===== src/rtl/sar_pkg.sv =====
package sar_pkg;
  localparam int ADDR_W = 3;

  typedef enum logic [1:0] {
    S_IDLE = 2'd0,
    S_ACQ  = 2'd1,
    S_CONV = 2'd2
  } sar_state_e;

  localparam logic [ADDR_W-1:0] A_CTRL  = 3'd0;
  localparam logic [ADDR_W-1:0] A_CFG   = 3'd1;
  localparam logic [ADDR_W-1:0] A_RESHI = 3'd2;
  localparam logic [ADDR_W-1:0] A_RESLO = 3'd3;
  localparam logic [ADDR_W-1:0] A_FLAG  = 3'd4;
endpackage


===== src/rtl/sar_tick.sv =====
module sar_tick (
  input  logic sleep,
  input  logic use_rc,
  input  logic conv_tick,
  input  logic rc_tick,
  output logic adv
);
  // The core-derived tick stops with the core; the RC tick keeps running.
  always_comb begin
    if (use_rc) adv = rc_tick;
    else        adv = conv_tick & ~sleep;
  end
endmodule


===== src/rtl/sar_chmux.sv =====
module sar_chmux #(
  parameter int CH_W = 4,
  parameter int PKG  = 2
) (
  input  logic [CH_W-1:0] ch,
  output logic [CH_W-1:0] an_sel,
  output logic            an_present
);
  localparam int N_CH = 1 << CH_W;

  logic [N_CH-1:0] avail;

  for (genvar i = 0; i < N_CH; i++) begin : g_avail
    if ((PKG == 0 && (i >= 12 || i == 5)) || (PKG == 1 && i == 5)) begin : g_gone
      assign avail[i] = 1'b0;
    end else begin : g_here
      assign avail[i] = 1'b1;
    end
  end

  assign an_sel     = ch;
  assign an_present = avail[ch];
endmodule


===== src/rtl/sar_seq.sv =====
module sar_seq
  import sar_pkg::*;
#(
  parameter int RES_W = 10
) (
  input  logic             clk,
  input  logic             rst_n,
  input  logic             start,
  input  logic             en,
  input  logic             adv,
  input  logic             comp_hi,
  output logic             busy,
  output logic             acquire,
  output logic             done,
  output logic [RES_W-1:0] trial,
  output logic [RES_W-1:0] result
);
  localparam int IDX_W = $clog2(RES_W);
  localparam logic [IDX_W-1:0] TOP = IDX_W'(RES_W - 1);

  sar_state_e       state;
  logic [IDX_W-1:0] idx;
  logic [RES_W-1:0] resolved;

  always_comb begin
    resolved      = trial;
    resolved[idx] = comp_hi;
  end

  assign busy    = (state != S_IDLE);
  assign acquire = (state == S_ACQ);
  assign done    = en && (state == S_CONV) && adv && (idx == '0);

  always_ff @(posedge clk or negedge rst_n) begin
    if (!rst_n) begin
      state <= S_IDLE;
      idx   <= '0;
      trial <= '0;
    end else if (start) begin
      state <= S_ACQ;
      idx   <= TOP;
      trial <= '0;
    end else if (!en) begin
      state <= S_IDLE;
      trial <= '0;
    end else begin
      case (state)
        S_ACQ: if (adv) begin
          state      <= S_CONV;
          trial      <= '0;
          trial[TOP] <= 1'b1;
          idx        <= TOP;
        end
        S_CONV: if (adv) begin
          if (idx == '0) begin
            state <= S_IDLE;
            trial <= '0;
          end else begin
            trial          <= resolved;
            trial[idx - 1] <= 1'b1;
            idx            <= idx - 1'b1;
          end
        end
        default: ;
      endcase
    end
  end

  // Result pair has no reset: only a finished conversion writes it.
  always_ff @(posedge clk) begin
    if (done) result <= resolved;
  end

  a_r3_done_ends: assert property (@(posedge clk) disable iff (!rst_n)
    done |=> !busy);
  a_r6_start_idle: assert property (@(posedge clk) disable iff (!rst_n)
    busy |-> !start);
  a_r7_disable_stops: assert property (@(posedge clk) disable iff (!rst_n)
    (!en && !start) |=> !busy);
  a_r12_trial_hold: assert property (@(posedge clk) disable iff (!rst_n)
    (busy && en && !adv && !start) |=> $stable(trial));
endmodule


===== src/rtl/sar_regs.sv =====
module sar_regs
  import sar_pkg::*;
#(
  parameter int DATA_W = 8,
  parameter int CH_W   = 4,
  parameter int REF_W  = 2,
  parameter int RES_W  = 10
) (
  input  logic              clk,
  input  logic              rst_n,
  input  logic              sleep,
  input  logic              we,
  input  logic [ADDR_W-1:0] addr,
  input  logic [DATA_W-1:0] wdata,
  output logic [DATA_W-1:0] rdata,
  input  logic              busy,
  input  logic              done,
  input  logic [RES_W-1:0]  result,
  output logic              en,
  output logic [CH_W-1:0]   ch,
  output logic [REF_W-1:0]  refsel,
  output logic              use_rc,
  output logic              flag,
  output logic              start
);
  localparam int CH_LO = 2;
  localparam int CH_HI = CH_LO + CH_W - 1;
  localparam int RC_B  = REF_W;

  logic wr, wr_ctrl, wr_cfg, wr_flag;
  logic unused_wbits;

  assign unused_wbits = ^wdata[DATA_W-1:CH_HI+1];

  assign wr      = we & ~sleep;
  assign wr_ctrl = wr && (addr == A_CTRL);
  assign wr_cfg  = wr && (addr == A_CFG);
  assign wr_flag = wr && (addr == A_FLAG);
  assign start   = wr_ctrl && !busy && wdata[0] && wdata[1];

  always_ff @(posedge clk or negedge rst_n) begin
    if (!rst_n) begin
      en     <= 1'b0;
      ch     <= '0;
      refsel <= '0;
      use_rc <= 1'b0;
      flag   <= 1'b0;
    end else begin
      if (wr_ctrl) begin
        en <= wdata[0];
        if (!busy) ch <= wdata[CH_HI:CH_LO];
      end
      if (wr_cfg) begin
        refsel <= wdata[REF_W-1:0];
        use_rc <= wdata[RC_B];
      end
      if (done)         flag <= 1'b1;
      else if (wr_flag) flag <= wdata[0];
    end
  end

  always_comb begin
    case (addr)
      A_CTRL:  rdata = DATA_W'({ch, busy, en});
      A_CFG:   rdata = DATA_W'({use_rc, refsel});
      A_RESHI: rdata = DATA_W'(result[RES_W-1:DATA_W]);
      A_RESLO: rdata = result[DATA_W-1:0];
      A_FLAG:  rdata = DATA_W'(flag);
      default: rdata = '0;
    endcase
  end

  a_r4_flag_on_done: assert property (@(posedge clk) disable iff (!rst_n)
    done |=> flag);
  a_r5_flag_sticky: assert property (@(posedge clk) disable iff (!rst_n)
    (flag && !wr_flag) |=> flag);
  a_r9_sleep_no_write: assert property (@(posedge clk) disable iff (!rst_n)
    (sleep && !busy) |=> $stable(ch) && $stable(refsel) && $stable(use_rc));
endmodule


===== src/rtl/sar_adc_ctrl.sv =====
module sar_adc_ctrl
  import sar_pkg::*;
#(
  parameter int DATA_W = 8,
  parameter int CH_W   = 4,
  parameter int REF_W  = 2,
  parameter int RES_W  = 10,
  parameter int PKG    = 2
) (
  input  logic              clk,
  input  logic              rst_n,
  input  logic              sleep,
  input  logic              bus_we,
  input  logic [ADDR_W-1:0] bus_addr,
  input  logic [DATA_W-1:0] bus_wdata,
  output logic [DATA_W-1:0] bus_rdata,
  input  logic              conv_tick,
  input  logic              rc_tick,
  input  logic              comp_hi,
  output logic [RES_W-1:0]  dac_code,
  output logic              sample_en,
  output logic [CH_W-1:0]   an_sel,
  output logic              an_present,
  output logic              vref_pos_ext,
  output logic              vref_neg_ext,
  output logic              irq
);
  logic             en, use_rc, flag, start, busy, done, adv;
  logic [CH_W-1:0]  ch;
  logic [REF_W-1:0] refsel;
  logic [RES_W-1:0] result;

  sar_regs #(.DATA_W(DATA_W), .CH_W(CH_W), .REF_W(REF_W), .RES_W(RES_W)) u_regs (
    .clk(clk), .rst_n(rst_n), .sleep(sleep), .we(bus_we), .addr(bus_addr),
    .wdata(bus_wdata), .rdata(bus_rdata), .busy(busy), .done(done),
    .result(result), .en(en), .ch(ch), .refsel(refsel), .use_rc(use_rc),
    .flag(flag), .start(start)
  );

  sar_tick u_tick (
    .sleep(sleep), .use_rc(use_rc), .conv_tick(conv_tick),
    .rc_tick(rc_tick), .adv(adv)
  );

  sar_seq #(.RES_W(RES_W)) u_seq (
    .clk(clk), .rst_n(rst_n), .start(start), .en(en), .adv(adv),
    .comp_hi(comp_hi), .busy(busy), .acquire(sample_en), .done(done),
    .trial(dac_code), .result(result)
  );

  sar_chmux #(.CH_W(CH_W), .PKG(PKG)) u_mux (
    .ch(ch), .an_sel(an_sel), .an_present(an_present)
  );

  assign vref_pos_ext = refsel[0];
  assign vref_neg_ext = refsel[REF_W-1];
  assign irq          = flag;

  a_r9_sleep_hold: assert property (@(posedge clk) disable iff (!rst_n)
    (sleep && !use_rc && busy && en) |=> busy && $stable(dac_code));
  a_r12_acq_zero: assert property (@(posedge clk) disable iff (!rst_n)
    sample_en |-> (dac_code == '0));
endmodule


===== config.mk =====
export PLATFORM = sky130hd
export DESIGN_NAME = sar_adc_ctrl
export DESIGN_NICKNAME = d
export VERILOG_FILES = /design/src/rtl/sar_pkg.sv /design/src/rtl/sar_tick.sv /design/src/rtl/sar_chmux.sv /design/src/rtl/sar_seq.sv /design/src/rtl/sar_regs.sv /design/src/rtl/sar_adc_ctrl.sv
export SDC_FILE = /design/constraint.sdc
export NUM_CORES = 1
export LEC_CHECK = 0
export BUFFER_PORTS_ARGS = -buffer_cell sky130_fd_sc_hd__buf_2
export CAP_MARGIN = 20
export CORE_MARGIN = 2
export CORE_UTILIZATION = 55
export DETAILED_ROUTE_END_ITERATION = 8
export PLACE_DENSITY = 0.8
export SKIP_CTS_REPAIR_TIMING = 1
export SYNTH_ARGS = -nofsm -noshare
export SYNTH_HDL_FRONTEND = slang
export SYNTH_SLANG_ARGS = --single-unit

===== constraint.sdc =====
create_clock -name clk -period 2.7 [get_ports clk]
set_input_delay 0.135 -clock clk [delete_from_list [all_inputs] [get_ports clk]]
set_output_delay 0.135 -clock clk [all_outputs]
set_load 0.1 [all_outputs]

# Yosys cells after proc, flatten, opt, wreduce, memory -nomap -nowiden
# Memories as Yosys holds them, arrays and structs flattened.
# Index checks and enable logic that the tools add are counted.
# totals
register_bits	35
mem_bits_ro	16
input_bits	18
out_inout_bits	27
wordCells	85
memories	1
# classes
add_sub_neg	2
order_cmp	5
eq_ne	13
muxes	28
bitwise_logic	5
n_reduce_logical	22
# mem_list
name	words	width	read_ports	rd_clocked_by_memory_dff	write_ports	line	rtl
(no name shown)	16	1	1	0	0	sar_chmux.sv:22	assign an_present = avail[ch];
# ops
operator	count
two-way mux 10 bit	5
case mux 8 bit (5 select lines)	1
>= comparator 32 x 1 -> 1 bit (second input constant)	1
< comparator 32 x 5 -> 1 bit (second input constant)	1
two-way mux 4 bit	5
case mux 10 bit (2 select lines)	1
inequality test 4 x 3 -> 1 bit (second input constant)	3
logical AND 1 bit	11
bitwise mux 10 bit	1
< comparator 4 x 5 -> 1 bit (second input constant)	2
two-way mux 2 bit	5
bitwise OR 10 bit	1
demux 1 bit (select 4 bit)	2
case mux 4 bit (2 select lines)	1
== test 3 x 2 -> 1 bit (second input constant)	2
two-way mux 1 bit	6
nonzero test 2 bit	3
AND reduction 5 bit	1
subtractor 4 x 1 -> 5 bit (second input constant)	1
>= comparator 4 x 1 -> 1 bit (second input constant)	1
logical NOT 4 bit	1
inequality test 4 bit (second input constant)	1
case mux 2 bit (2 select lines)	1
AND reduction 4 bit	1
other kinds (15)	17

# Depth between registers and ports, before layout
# logic_depth
word_depth	11
depth_mapped	8

# By module
# From an unflattened synthesis, not the netlist that was laid out.
# hier_totals
cells_unflattened	205
hier_area_um2	2265.9
# modules_own_cells
module	n_inst	cells_each	area_per_inst_um2
sar_seq	1	141	1595.3
sar_regs	1	55	610.6
sar_chmux	1	6	41.3
sar_tick	1	3	18.8

# Worst setup path before layout
# OpenSTA, ideal clock, no wires.
# synth_timing
path_type	register -> output
startpoint	register u_regs.refsel[1]
endpoint	output bus_rdata[1]
t_arrival_ns	3.381
path_slack_ns	-0.816
path_stages_with_launch	3
path_cell_list	dfrtp_1 > a211oi_1 > a211oi_1
# synth_via
elab_chain_len	1
# synth_lines
element	line	rtl
start: declaration	sar_regs.sv:21	output logic [REF_W-1:0] refsel,
start signal: assignment	sar_regs.sv:54	refsel <= wdata[REF_W-1:0];
case mux 8 bit (5 select lines)	sar_regs.sv:63	case (addr)
end: declaration	sar_adc_ctrl.sv:16	output logic [DATA_W-1:0] bus_rdata,
# Every way passes these cells.

# Worst setup path after layout
# layout_timing
startpoint	register u_seq.idx[0]
endpoint	register u_seq.result[1] (enable)
# layout_via
elab_chain_len	2
# layout_lines
element	line	rtl
start: declaration	sar_seq.sv:22	logic [IDX_W-1:0] idx;
start signal: assignment	sar_seq.sv:61	idx <= idx - 1'b1;
logical NOT 4 bit	sar_seq.sv:32	assign done = en && (state == S_CONV) && adv && (idx == '0);
logical AND 1 bit	sar_seq.sv:32	
net done	sar_adc_ctrl.sv:28	logic en, use_rc, flag, start, busy, done, adv;
end signal: assignment	sar_seq.sv:71	if (done) result <= resolved;
end: declaration	sar_seq.sv:16	output logic [RES_W-1:0] result
# The timed path passes the listed nets, and every way through them passes these cells.
# A chain may end at the register's enable or synchronous reset.

==> results list <==
* Result of the run: finished, final reports clean
* Worst slack at placement: 0.6086 ns
- For this design the ratio of total power to cell area is 753.4 nW/um^2.
- CTS built an H-tree with a depth of 2.
- Initial core utilization: 58.42%
- Number of placed I/O pins: 45
- Buffer cell driving the clock tree root: sky130_fd_sc_hd__clkbuf_8
* Sequential share of power: 36.6%
- The die covers 4466 sq um.
* Min-delay worst type: primary input to register
- Of the total synthesized cell area, the portion taken by XOR and XNOR cells is 0.4035%.
- The Yosys step of the flow raised 0 warnings.
* Std-Cell Rows: 22
* Part of the power in the clock network: 20.2%
* Post-synthesis adder-cell area fraction: 6.340%
- Complex-gate fraction of the synthesized area: 17.81%
- Gr ovfl total: 0
* Highest attainable clock frequency: 473.4 MHz
- Number of cells on the worst reg-to-reg path: 4
- Unrepaired setup endpoints after global routing: false
* Antenna violations before repair: 0
- Count of final max-slew check failures: 0
* Peak supply drop: 0.3864 mV
* Clk sink count: 35
* # nets final: 287
- The number of antenna diodes in the final layout is 0.
- Share of synthesized flip-flops with an asynchronous set or reset: 71.43%
- Critical hold path startpoint: bus_wdata[3]
- Max-cap viol count: 0
* Portion of netlist area occupied by mux cells: 10.72%
* Clock-pin slew on the worst setup and hold paths: 0.07 ns
- Synth Area in Simple Gates: 18.21%
- Hpwl dp: 3.503 mm
* Sequential element share of the synthesized area: 42.65%
- Min-Delay Path Depth: 2
- After synthesis, the largest family of logic cells by area is simple AND/OR/NAND/NOR gates.
* Critical Path Fanout Max: 11
- Die height: 66.83 um
- Register bit count reported by yosys: 35
* Tightest hold margin: 0.07145 ns
* Final count of hold timing violations: 0
- Area of the core region: 3716 sq um
- The analysis attributes to cell leakage a power of 1.100 nW.
- The routed layout has 1,835 vias.
* Count of flip-flops with a built-in enable after synthesis: 10
- The worst path needs 2.112 ns of the cycle, external delays included.
* CTS tree: built
- Required time of the worst setup path: 2.65 ns
- In this run the critical register-to-register path is launched from u_seq.idx[0].
- Of the cells placed in the final design, the portion with a size suffix greater than 1 is 30.89%.
- In this run the register-to-register setup slack is 0.59 ns.
- The number of global-route vias before repair came to 1,704.
- Logic gate share of total power: 43.2%
- Switching power share of the total: 46.58%
- Post-Syn Nets: 247
* Clock latency on the worst-skew pair: 0.30 ns
- Main synth FF type: sky130_fd_sc_hd__dfrtp_1
- The final layout contains routed wiring with a total length of 4.851 mm.
* Final-report setup violation count: 0
* End point of the worst hold path: u_regs.ch[1]
* Post-Synthesis Mean Instance Area: 9.958 sq um
* Number of distinct library cells after synthesis: 50
* Setup_tns: 0 ns
- Post-Synthesis Cells: 218
- At the pin with the least slew margin, the transition time is 0.5988 ns.
- In this run, the number of DRC markers left after iteration 0 of detailed routing was 76.
* Die boundary width: 66.83 um
- Largest net degree at the start of global routing: 26
- Routability-driven placement finished with a final weighted congestion of 0.8420.
- Crit share post-route: 78.24%
* Critical path data arrival time: 2.07 ns
* TritonRoute pass-1 iters: 4
- The first global-routing pass estimated 7.872 mm of wire.
- Critical path class: register to register
* Cell area after synthesis: 2171 sq um
- Quantity of I/O buffers inserted on ports: 41
- Setup skew after layout: 0.005396 ns
- Overall power: 1.889 mW
- Pint: 1.009 mW
- Global routing used 24.20% of the available tracks.
- Antenna-violating nets left: 0
* Clock buffers created by TritonCTS: 5
- Routed len/inst: 15.80 um
- Compared with the post-synthesis result, the final layout area differs by 15.50%.
- After detailed routing, the number of vias per cell comes to 5.977.
- Post-route worst setup slack: 0.5875 ns
* DRC violations left: 0
- Worst max-slew margin expressed relative to the limit: 60.08%
- STA classifies the critical path endpoint as a register.
* CP startpoint: u_seq.idx[0]
- The worst register-to-register path ends at u_seq.result[1].
- CTS max path bufs: 2
* Nature of the critical path startpoint: register
* Net Sw Power: 0.8798 mW
-- cells by family after synthesis --
group | after synthesis
DFF | 35
xor gates and xnor gates | 1
adders and majority gates | 11
buffers and inverters | 19
AOI/OAI and AO/OA | 56
other | 1
muxes | 21
and+or+nand+nor | 74
-- worst max-delay path by stage --
stage	cells after the start	slack (ns)	endpoint
CTS	4	0.59	u_seq.result[7]
floorplan	2	0.03	bus_rdata[3]
global route	7	0.41	u_seq.idx[2]
global placement	4	0.65	u_seq.result[6]
finish	4	0.59	u_seq.result[1]
detailed placement	4	0.61	u_seq.result[6]
-- routing by layer --
metal	global-route usage [%]	vias to the layer above	part of all wire [%]
met5	0	-	0
met4	12.24	0	2.6
met3	5.574	10	6.6
met2	39.13	76	46
met1	30.21	878	44
li1	-	871	-
-- area by class of cell --
cell class	instances	area, sq um
flip-flops and latches	35	925.9
fillers	298	1209
inverters	9	33.78
multi-input cells	164	1176
well taps	48	60.06
clock inverters	3	20.02
clock buffers	5	68.82
repair buffers	43	222.7
-- power groups by stage --
| stage | clock [mW] | combinational [mW] | sequential [mW] |
|---|---|---|---|
| after floorplan | 0 | 0.491 | 0.852 |
| after global placement | 0 | 0.799 | 0.696 |
| after detailed placement | 0 | 0.806 | 0.699 |
| after CTS | 0.394 | 0.810 | 0.689 |
| after global routing | 0.423 | 0.867 | 0.707 |
| final | 0.381 | 0.817 | 0.691 |
-- cells in the mapped netlist (3+ instances only) --
master,n,area share (%)
sky130_fd_sc_hd__o2bb2ai_1,8,3.2
sky130_fd_sc_hd__nand2b_1,3,0.86
sky130_fd_sc_hd__inv_1,9,1.6
sky130_fd_sc_hd__edfxtp_1,10,14
sky130_fd_sc_hd__clkbuf_1,4,0.69
sky130_fd_sc_hd__a21oi_1,17,3.9
sky130_fd_sc_hd__nand3_1,5,1.2
sky130_fd_sc_hd__nor2_1,19,3.3
sky130_fd_sc_hd__nand2_1,21,3.6
sky130_fd_sc_hd__o21ai_0,5,1.2
sky130_fd_sc_hd__o31ai_1,3,1.0
sky130_fd_sc_hd__nand2_2,3,0.86
sky130_fd_sc_hd__dfrtp_1,25,29
sky130_fd_sc_hd__buf_2,4,0.92
sky130_fd_sc_hd__nand3b_1,5,1.7
sky130_fd_sc_hd__nor2b_1,3,0.86
sky130_fd_sc_hd__ha_1,11,6.3
sky130_fd_sc_hd__and3_1,3,0.86
sky130_fd_sc_hd__mux2i_1,3,1.4
sky130_fd_sc_hd__a211oi_1,3,1.0
sky130_fd_sc_hd__nor3_1,3,0.69
sky130_fd_sc_hd__o22ai_1,3,0.86
sky130_fd_sc_hd__mux2_2,18,9.3
-- flip-flops by register name, summed over array words and instances (netlist names) --
| name | cells |
|---|---|
| u_seq.result | 10 |
| u_regs.refsel | 2 |
| u_regs.ch | 4 |
| u_regs.use_rc | 1 |
| u_seq.state | 2 |
| u_seq.idx | 4 |
| u_seq.trial | 10 |
| u_regs.flag | 1 |
| u_regs.en | 1 |
-- metrics by stage --
stage	utilization, %	instance area (sq um)	cells
global placement	64.81	2409	298
finish	67.47	2507	307
floorplan	-	2182	218
CTS	67.21	2497	306
detailed placement	64.81	2409	298
global route	67.47	2507	307
-- layout by cell type (no fill, tap or decap), types with 5 or more instances in the layout --
master	n
sky130_fd_sc_hd__nand3_1	5
sky130_fd_sc_hd__a21oi_1	17
sky130_fd_sc_hd__dfrtp_1	25
sky130_fd_sc_hd__nand3b_1	5
sky130_fd_sc_hd__buf_2	41
sky130_fd_sc_hd__nand2_1	21
sky130_fd_sc_hd__clkbuf_8	5
sky130_fd_sc_hd__ha_1	11
sky130_fd_sc_hd__nor2_1	19
sky130_fd_sc_hd__inv_1	9
sky130_fd_sc_hd__edfxtp_1	10
sky130_fd_sc_hd__o21ai_0	5
sky130_fd_sc_hd__mux2_2	18
sky130_fd_sc_hd__o2bb2ai_1	8
-- worst max-delay path: stages, from the launching register on --
cell and delay (ns):
sky130_fd_sc_hd__dfrtp_1 0.46, sky130_fd_sc_hd__inv_1 0.16, sky130_fd_sc_hd__ha_1 0.39, sky130_fd_sc_hd__and4bb_2 0.32, sky130_fd_sc_hd__and3_1 0.43
Note: power is estimated with default switching activity, not from simulation.
